===== config.mk =====
export PLATFORM = sky130hd
export DESIGN_NAME = dbg_tap
export DESIGN_NICKNAME = d
export VERILOG_FILES = /design/src/rtl/dbg_tap_pkg.sv /design/src/rtl/dbg_tap_fsm.sv /design/src/rtl/dbg_tap_ir.sv /design/src/rtl/dbg_tap_dr.sv /design/src/rtl/dbg_tap.sv
export SDC_FILE = /design/constraint.sdc
export NUM_CORES = 1
export LEC_CHECK = 0
export BUFFER_PORTS_ARGS = -buffer_cell sky130_fd_sc_hd__buf_2
export CAP_MARGIN = 20
export CORE_MARGIN = 5
export CORE_UTILIZATION = 57
export DETAILED_ROUTE_END_ITERATION = 6
export GPL_ROUTABILITY_DRIVEN = 0
export GPL_TIMING_DRIVEN = 0
export PLACE_DENSITY_LB_ADDON = 0.25
export SYNTH_ARGS = -nofsm -noshare
export SYNTH_HDL_FRONTEND = slang
export SYNTH_SLANG_ARGS = --single-unit

===== constraint.sdc =====
create_clock -name tck -period 3.2 [get_ports tck]
set_clock_uncertainty 0.15 [all_clocks]
set_input_delay 0.32 -clock tck [delete_from_list [all_inputs] [get_ports tck]]
set_output_delay 0.32 -clock tck [all_outputs]
set_load 0.02 [all_outputs]

===== src/rtl/dbg_tap_pkg.sv =====
package dbg_tap_pkg;

    typedef enum logic [3:0] {
        ST_RESET, ST_IDLE,
        ST_SEL_DR, ST_CAP_DR, ST_SH_DR, ST_EX1_DR, ST_PA_DR, ST_EX2_DR, ST_UP_DR,
        ST_SEL_IR, ST_CAP_IR, ST_SH_IR, ST_EX1_IR, ST_PA_IR, ST_EX2_IR, ST_UP_IR
    } tap_state_t;

    typedef enum logic [1:0] {
        PATH_BYP,
        PATH_ID,
        PATH_ACC
    } dr_path_t;

    localparam int          OP_W      = 4;
    localparam logic [3:0]  OP_BYPASS = 4'b1111;
    localparam logic [3:0]  OP_IDENT  = 4'b1110;
    localparam logic [3:0]  OP_ACCESS = 4'b1010;
    localparam logic [3:0]  IR_CAP    = 4'b0001;

    localparam logic [2:0]  ACK_OK    = 3'b010;
    localparam logic [2:0]  ACK_WAIT  = 3'b001;

endpackage


===== src/rtl/dbg_tap_fsm.sv =====
module dbg_tap_fsm
    import dbg_tap_pkg::*;
(
    input  logic       tck,
    input  logic       trst_n,
    input  logic       tms,
    output tap_state_t state,
    output logic       in_reset,
    output logic       cap_dr,
    output logic       sh_dr,
    output logic       up_dr,
    output logic       cap_ir,
    output logic       sh_ir,
    output logic       up_ir
);

    tap_state_t nxt;

    always_ff @(posedge tck or negedge trst_n) begin
        if (!trst_n) state <= ST_RESET;
        else         state <= nxt;
    end

    always_comb begin
        nxt = state;
        unique case (state)
            ST_RESET:  nxt = tms ? ST_RESET  : ST_IDLE;
            ST_IDLE:   nxt = tms ? ST_SEL_DR : ST_IDLE;
            ST_SEL_DR: nxt = tms ? ST_SEL_IR : ST_CAP_DR;
            ST_CAP_DR: nxt = tms ? ST_EX1_DR : ST_SH_DR;
            ST_SH_DR:  nxt = tms ? ST_EX1_DR : ST_SH_DR;
            ST_EX1_DR: nxt = tms ? ST_UP_DR  : ST_PA_DR;
            ST_PA_DR:  nxt = tms ? ST_EX2_DR : ST_PA_DR;
            ST_EX2_DR: nxt = tms ? ST_UP_DR  : ST_SH_DR;
            ST_UP_DR:  nxt = tms ? ST_SEL_DR : ST_IDLE;
            ST_SEL_IR: nxt = tms ? ST_RESET  : ST_CAP_IR;
            ST_CAP_IR: nxt = tms ? ST_EX1_IR : ST_SH_IR;
            ST_SH_IR:  nxt = tms ? ST_EX1_IR : ST_SH_IR;
            ST_EX1_IR: nxt = tms ? ST_UP_IR  : ST_PA_IR;
            ST_PA_IR:  nxt = tms ? ST_EX2_IR : ST_PA_IR;
            ST_EX2_IR: nxt = tms ? ST_UP_IR  : ST_SH_IR;
            ST_UP_IR:  nxt = tms ? ST_SEL_DR : ST_IDLE;
        endcase
    end

    always_comb begin
        in_reset = (state == ST_RESET);
        cap_dr   = (state == ST_CAP_DR);
        sh_dr    = (state == ST_SH_DR);
        up_dr    = (state == ST_UP_DR);
        cap_ir   = (state == ST_CAP_IR);
        sh_ir    = (state == ST_SH_IR);
        up_ir    = (state == ST_UP_IR);
    end

endmodule


===== src/rtl/dbg_tap_ir.sv =====
module dbg_tap_ir
    import dbg_tap_pkg::*;
#(
    parameter int          W        = OP_W,
    parameter logic [W-1:0] RST_OP  = OP_IDENT,
    parameter logic [W-1:0] CAP_PAT = IR_CAP
) (
    input  logic         tck,
    input  logic         trst_n,
    input  logic         tdi,
    input  logic         in_reset,
    input  logic         cap,
    input  logic         sh,
    input  logic         up,
    output logic [W-1:0] op,
    output logic         lsb
);

    logic [W-1:0] stage;

    always_ff @(posedge tck or negedge trst_n) begin
        if (!trst_n) begin
            stage <= CAP_PAT;
            op    <= RST_OP;
        end else begin
            if (cap)     stage <= CAP_PAT;
            else if (sh) stage <= {tdi, stage[W-1:1]};
            if (in_reset) op <= RST_OP;
            else if (up)  op <= stage;
        end
    end

    assign lsb = stage[0];

endmodule


===== src/rtl/dbg_tap_dr.sv =====
module dbg_tap_dr
    import dbg_tap_pkg::*;
#(
    parameter int          DW     = 32,
    parameter int          AW     = 2,
    parameter int          KW     = 3,
    parameter logic [31:0] ID_VAL = 32'h0BA00477
) (
    input  logic          tck,
    input  logic          trst_n,
    input  logic          tdi,
    input  logic [OP_W-1:0] op,
    input  logic          cap,
    input  logic          sh,
    input  logic          up,
    input  logic          rsp_valid,
    input  logic [DW-1:0] rsp_rdata,
    input  logic [KW-1:0] rsp_ack,
    output logic          req_valid,
    output logic [AW-1:0] req_addr,
    output logic          req_rnw,
    output logic [DW-1:0] req_wdata,
    output logic          lsb
);

    localparam int ACC_W = DW + KW;
    localparam int ID_W  = 32;
    localparam int SR_W  = (ACC_W > ID_W) ? ACC_W : ID_W;

    dr_path_t          path;
    logic [SR_W-1:0]   sr, sr_shift, sr_cap;
    logic [DW-1:0]     rdata_q;
    logic [KW-1:0]     ack_q;
    logic              busy_q, wait_q;

    always_comb begin
        unique case (op)
            OP_IDENT:  path = PATH_ID;
            OP_ACCESS: path = PATH_ACC;
            default:   path = PATH_BYP;
        endcase
    end

    always_comb begin
        sr_shift = sr >> 1;
        sr_cap   = '0;
        unique case (path)
            PATH_BYP: sr_shift[0]       = tdi;
            PATH_ID:  begin
                sr_shift[ID_W-1] = tdi;
                sr_cap[ID_W-1:0] = ID_VAL;
            end
            PATH_ACC: begin
                sr_shift[ACC_W-1] = tdi;
                sr_cap[ACC_W-1:0] = {rdata_q, busy_q ? KW'(ACK_WAIT) : ack_q};
            end
            default:  sr_shift = sr >> 1;
        endcase
    end

    always_ff @(posedge tck or negedge trst_n) begin
        if (!trst_n) begin
            sr        <= '0;
            rdata_q   <= '0;
            ack_q     <= KW'(ACK_OK);
            busy_q    <= 1'b0;
            wait_q    <= 1'b0;
            req_valid <= 1'b0;
            req_addr  <= '0;
            req_rnw   <= 1'b0;
            req_wdata <= '0;
        end else begin
            req_valid <= 1'b0;
            if (cap) begin
                sr <= sr_cap;
                if (path == PATH_ACC) wait_q <= busy_q;
            end else if (sh) begin
                sr <= sr_shift;
            end
            if (busy_q && rsp_valid) begin
                busy_q  <= 1'b0;
                rdata_q <= rsp_rdata;
                ack_q   <= rsp_ack;
            end
            if (up && path == PATH_ACC && !wait_q) begin
                req_valid <= 1'b1;
                req_rnw   <= sr[0];
                req_addr  <= sr[AW:1];
                req_wdata <= sr[ACC_W-1:KW];
                busy_q    <= 1'b1;
            end
        end
    end

    assign lsb = sr[0];

endmodule


===== src/rtl/dbg_tap.sv =====
module dbg_tap
    import dbg_tap_pkg::*;
#(
    parameter int          DW     = 32,
    parameter int          AW     = 2,
    parameter int          KW     = 3,
    parameter logic [31:0] ID_VAL = 32'h0BA00477
) (
    input  logic          tck,
    input  logic          trst_n,
    input  logic          tms,
    input  logic          tdi,
    output logic          tdo,
    output logic          req_valid,
    output logic [AW-1:0] req_addr,
    output logic          req_rnw,
    output logic [DW-1:0] req_wdata,
    input  logic          rsp_valid,
    input  logic [DW-1:0] rsp_rdata,
    input  logic [KW-1:0] rsp_ack
);

    tap_state_t      state;
    logic            in_reset, cap_dr, sh_dr, up_dr, cap_ir, sh_ir, up_ir;
    logic [OP_W-1:0] ir_q;
    logic            ir_lsb, dr_lsb;

    dbg_tap_fsm u_fsm (
        .tck(tck), .trst_n(trst_n), .tms(tms), .state(state),
        .in_reset(in_reset), .cap_dr(cap_dr), .sh_dr(sh_dr), .up_dr(up_dr),
        .cap_ir(cap_ir), .sh_ir(sh_ir), .up_ir(up_ir)
    );

    dbg_tap_ir u_ir (
        .tck(tck), .trst_n(trst_n), .tdi(tdi), .in_reset(in_reset),
        .cap(cap_ir), .sh(sh_ir), .up(up_ir), .op(ir_q), .lsb(ir_lsb)
    );

    dbg_tap_dr #(.DW(DW), .AW(AW), .KW(KW), .ID_VAL(ID_VAL)) u_dr (
        .tck(tck), .trst_n(trst_n), .tdi(tdi), .op(ir_q),
        .cap(cap_dr), .sh(sh_dr), .up(up_dr),
        .rsp_valid(rsp_valid), .rsp_rdata(rsp_rdata), .rsp_ack(rsp_ack),
        .req_valid(req_valid), .req_addr(req_addr), .req_rnw(req_rnw),
        .req_wdata(req_wdata), .lsb(dr_lsb)
    );

    always_ff @(negedge tck or negedge trst_n) begin
        if (!trst_n)    tdo <= 1'b0;
        else if (sh_ir) tdo <= ir_lsb;
        else if (sh_dr) tdo <= dr_lsb;
        else            tdo <= 1'b0;
    end

endmodule


==> out/qor.log <==
[run_status] result of the run finished clean
[place] total of buffers placed on input and output ports 75
[cts] CTS root buf clkbuf_8
[cts] clock latency on the worst-skew pair 0.51 ns
[setup_path] Worst R2R Start u_fsm.state[1]
[setup_path] reg2reg end tdo
[power] Psw 2010 uW
[power] switching portion of total power 33.6%
[setup_path] Crit path buffers/inverters 1
[logic_synthesis] number of flops mapped to enable cells by yosys 0
[logic_synthesis] share of the yosys chip area belonging to registers 56.6%
[sta] total count of max-transition violations in the final report 0
[power] static power due to leakage 0.00342 uW
[final_layout] layout net count 644
[cts] total number of H-tree levels 4
[power] worst voltage drop across the vdd grid 472 uV
[final_layout] layout overhead on the synthesized area 29.4%
[cts] maximum clock insertion buffer count 2
[power] proportion of power drawn by combinational gates 29.5%
[global_route] number of antenna violations at the first check in global routing 0
[final_layout] fraction of layout instances using a drive strength above 1 34.1%
[logic_synthesis] leading register cell type out of synthesis dfrtp_1
[power] Sequential Power Share 35.8%
[floorplan] row count 35
[logic_synthesis] post-synthesis instance area 5360 sq um
[sta] Hold Violations, Final 0
[cts] Clock Pin Slew Worst Setup and Hold Paths 0.06 ns
[setup_path] critical path fanouts, max 1
[job] number of max-cap violations 0
[logic_synthesis] library cell occupying the most area in the post-synthesis netlist dfrtp_1
[final_layout] total inserted antenna cells 0
[cts] post-CTS setup buffers 0
[global_route] Total GRT Usage 24.1%
[global_route] vias in the first global route 4278
[logic_synthesis] fraction of post-synthesis cell area in the top cell type by area 53.7%
[floorplan] x dimension of the die 107 um
[detailed_routing] drc violations 0
[setup_path] CP cell instances buf_2
[logic_synthesis] Post-Synthesis Mean Instance Area 11.5 sq um
[global_route] Congestion Overflow GR 0
[hold_path] Min-Delay Path Class in2async
[logic_synthesis] Post-synth ARST share 100%
[logic_synthesis] Synth Warn # 0
[logic_synthesis] Post-Synthesis Cells 468
[sta] worst rel slew slack 60.7%
[setup_path] category of the critical setup timing path reg2out
[setup_path] flop2flop setup slack 0.25 ns
[place] detailed-placement wirelength estimate 8.18 mm
[setup_path] Critical Path Max Stage Delay 0.37 ns
[floorplan] CORE AREA 9200 sq um
[final_layout] fill cell total of the finished layout 572
[logic_synthesis] Yosys reg bits 121
[sta] worst slew pin tran 0.589 ns
[detailed_routing] Starting DRT DRC Count 246
[setup_path] Register-to-Register Path Depth 4
[logic_synthesis] dominant cells by area after synthesis dfrtp_1 (54%), mux2_2 (11%), mux2_4 (4.5%)
[detailed_routing] total length of routed wires 13.0 mm
[floorplan] initial cell density of the core 58.3%
[floorplan] Die Outline Area 11400 sq um
[cts] TritonCTS sink count 121
[global_route] global-route wire length before repair 21.6 mm
[detailed_routing] WL per Instance 18.0 um
[detailed_routing] drt via density 5.77
[setup_path] Top Family by Delay on Critical Path flip-flops
[sta] number of endpoints failing setup at the final stage 0
[cts] number of CTS-inserted buffers 17
[final_layout] core occupancy in the finished layout 75.4%
[setup_path] Critical Path Sink Type output pin
[power] total power consumption of the routed design 5970 uW
[logic_synthesis] syn nets 511
[sta] total negative slack 0 ns
[floorplan] top-level port count 77
[setup_path] required time of the critical path 2.73 ns
[cts] TritonCTS clock tree done
[logic_synthesis] post-synth cell types 40
[power] Clk network pwr share 34.7%
[setup_path] kind of start point of the critical path flop
[detailed_routing] residual antenna-violating net count after detailed routing 0
[power] Power Density 861 nW/um^2
[detailed_routing] via count 4175
[detailed_routing] number of iterations in the first detailed-routing pass 5
[power] Internal 3970 uW
[setup_path] library cell contributing the largest single delay on the critical path dfrtn_1
[floorplan] chip height 107 um
[sta] setup repair after global routing missed its margin false
[cts] post-CTS resize count 0
[setup_path] Data arrival, critical path 2.57 ns
[cts] cts hold-fix bufs 38
[global_route] maximum number of pins on one net before global-route repair 97
-- flip-flops by register name, summed over array words and instances (netlist names) --
register / cells
u_dr.sr: 35
u_dr.rdata_q: 32
u_dr.req_wdata: 32
u_fsm.state: 4
u_ir.op: 4
u_ir.stage: 4
u_dr.ack_q: 3
u_dr.req_addr: 2
tdo: 1
u_dr.busy_q: 1
u_dr.req_rnw: 1
u_dr.req_valid: 1
u_dr.wait_q: 1
-- worst reg2reg max path: cells and delay by family (launching register included) --
kind	cells	cell delay, ns
flip-flops	1	0.36
AND/OR/NAND/NOR	2	0.22
buffers and inverters	2	0.40
-- per-stage QoR --
step | worst slack, ns | hold WS [ns] | std cells | cell area [sq um]
2_1_floorplan | 0.464 | -0.126 | 468 | 5360
3_3_place_gp | -1.24 | 0.328 | 654 | 5880
3_5_place_dp | 0.336 | 0.0524 | 655 | 5910
4_1_cts | 0.148 | 0.0772 | 724 | 6940
5_1_grt | 0.101 | 0.108 | 724 | 6940
6_report | 0.162 | 0.0803 | 724 | 6940
-- logic make-up after synthesis --
| family | count (synthesis) | synth area share (%) |
|---|---|---|
| AOI/OAI and AO/OA | 91 | 9.94 |
| xor gates and xnor gates | 1 | 0.163 |
| muxes | 72 | 16.2 |
| and+or+nand+nor | 133 | 11.6 |
| DFF | 121 | 56.6 |
| adders and majority gates | 3 | 0.700 |
| buffers and inverters | 47 | 4.83 |
-- power groups by stage --
stage / Combinational (uW) / Sequential [uW] / Clock [uW]
after global routing: 1960 / 2180 / 2160
after floorplan: 1220 / 2120 / 0
after detailed placement: 1660 / 2150 / 0
final: 1760 / 2140 / 2070
after CTS: 1740 / 2140 / 2080
after global placement: 1600 / 2140 / 0
-- Yosys cell counts, types with 2 or more instances --
library cell,number
buf_4,5
o21a_1,4
ha_1,3
o22ai_1,3
mux2_2,53
a31oi_1,22
nor3_1,12
nor2b_1,4
dfstp_2,5
a22oi_1,3
inv_1,9
nor2_1,36
buf_6,6
nand2_1,46
buf_2,15
nand3_1,23
a211oi_1,3
clkbuf_1,12
dfrtp_1,115
o311ai_1,2
o21ai_0,12
a21oi_1,37
mux2_4,16
nand2b_1,4
mux2i_1,3
-- layer usage --
metal / track usage, % / up-vias / part of all wire [%]
met5: 0 / - / 0
met4: 6.76 / 0 / 1.6
met3: 5.54 / 22 / 5.6
met2: 39.9 / 151 / 50
met1: 32.1 / 2083 / 43
li1: - / 1919 / -
-- worst max path at each step --
stage                       end  cells past startpoint           start
floorplan                   tdo                      4  u_fsm.state[1]
finish                      tdo                      1             tdo
detailed placement          tdo                      4  u_fsm.state[1]
global placement            tdo                      1          trst_n
global route        u_dr.sr[14]                      9      u_ir.op[1]
CTS                         tdo                      1             tdo
-- cell usage in the layout (no fill, tap or decap), types with 5 or more instances in the layout --
| cell type | n |
|---|---|
| buf_4 | 5 |
| nand2_1 | 46 |
| o21ai_0 | 12 |
| nand3_1 | 23 |
| clkbuf_16 | 16 |
| nor2_1 | 36 |
| a31oi_1 | 22 |
| mux2_4 | 16 |
| dfrtp_1 | 115 |
| a21oi_1 | 37 |
| inv_1 | 9 |
| clkbuf_1 | 12 |
| nor3_1 | 12 |
| buf_2 | 89 |
| buf_6 | 7 |
| dlygate4sd3_1 | 38 |
| bufinv_16 | 5 |
| dfstp_2 | 5 |
| mux2_2 | 53 |
-- layout make-up --
cell class                      count  area, sq um  share of cell area (%)
Sequential cell                   121         3030                    43.7
Clock inverter                     13          218                    3.14
Multi-Input combinational cell    300         2070                    29.8
Timing Repair Buffer              114          790                    11.4
Inverter                            9         33.8                   0.487
Clock buffer                       18          428                    6.17
Tap cell                          111          139                    2.00
Buffer                             38          225                    3.25
Note: power is estimated with default switching activity, not from simulation.
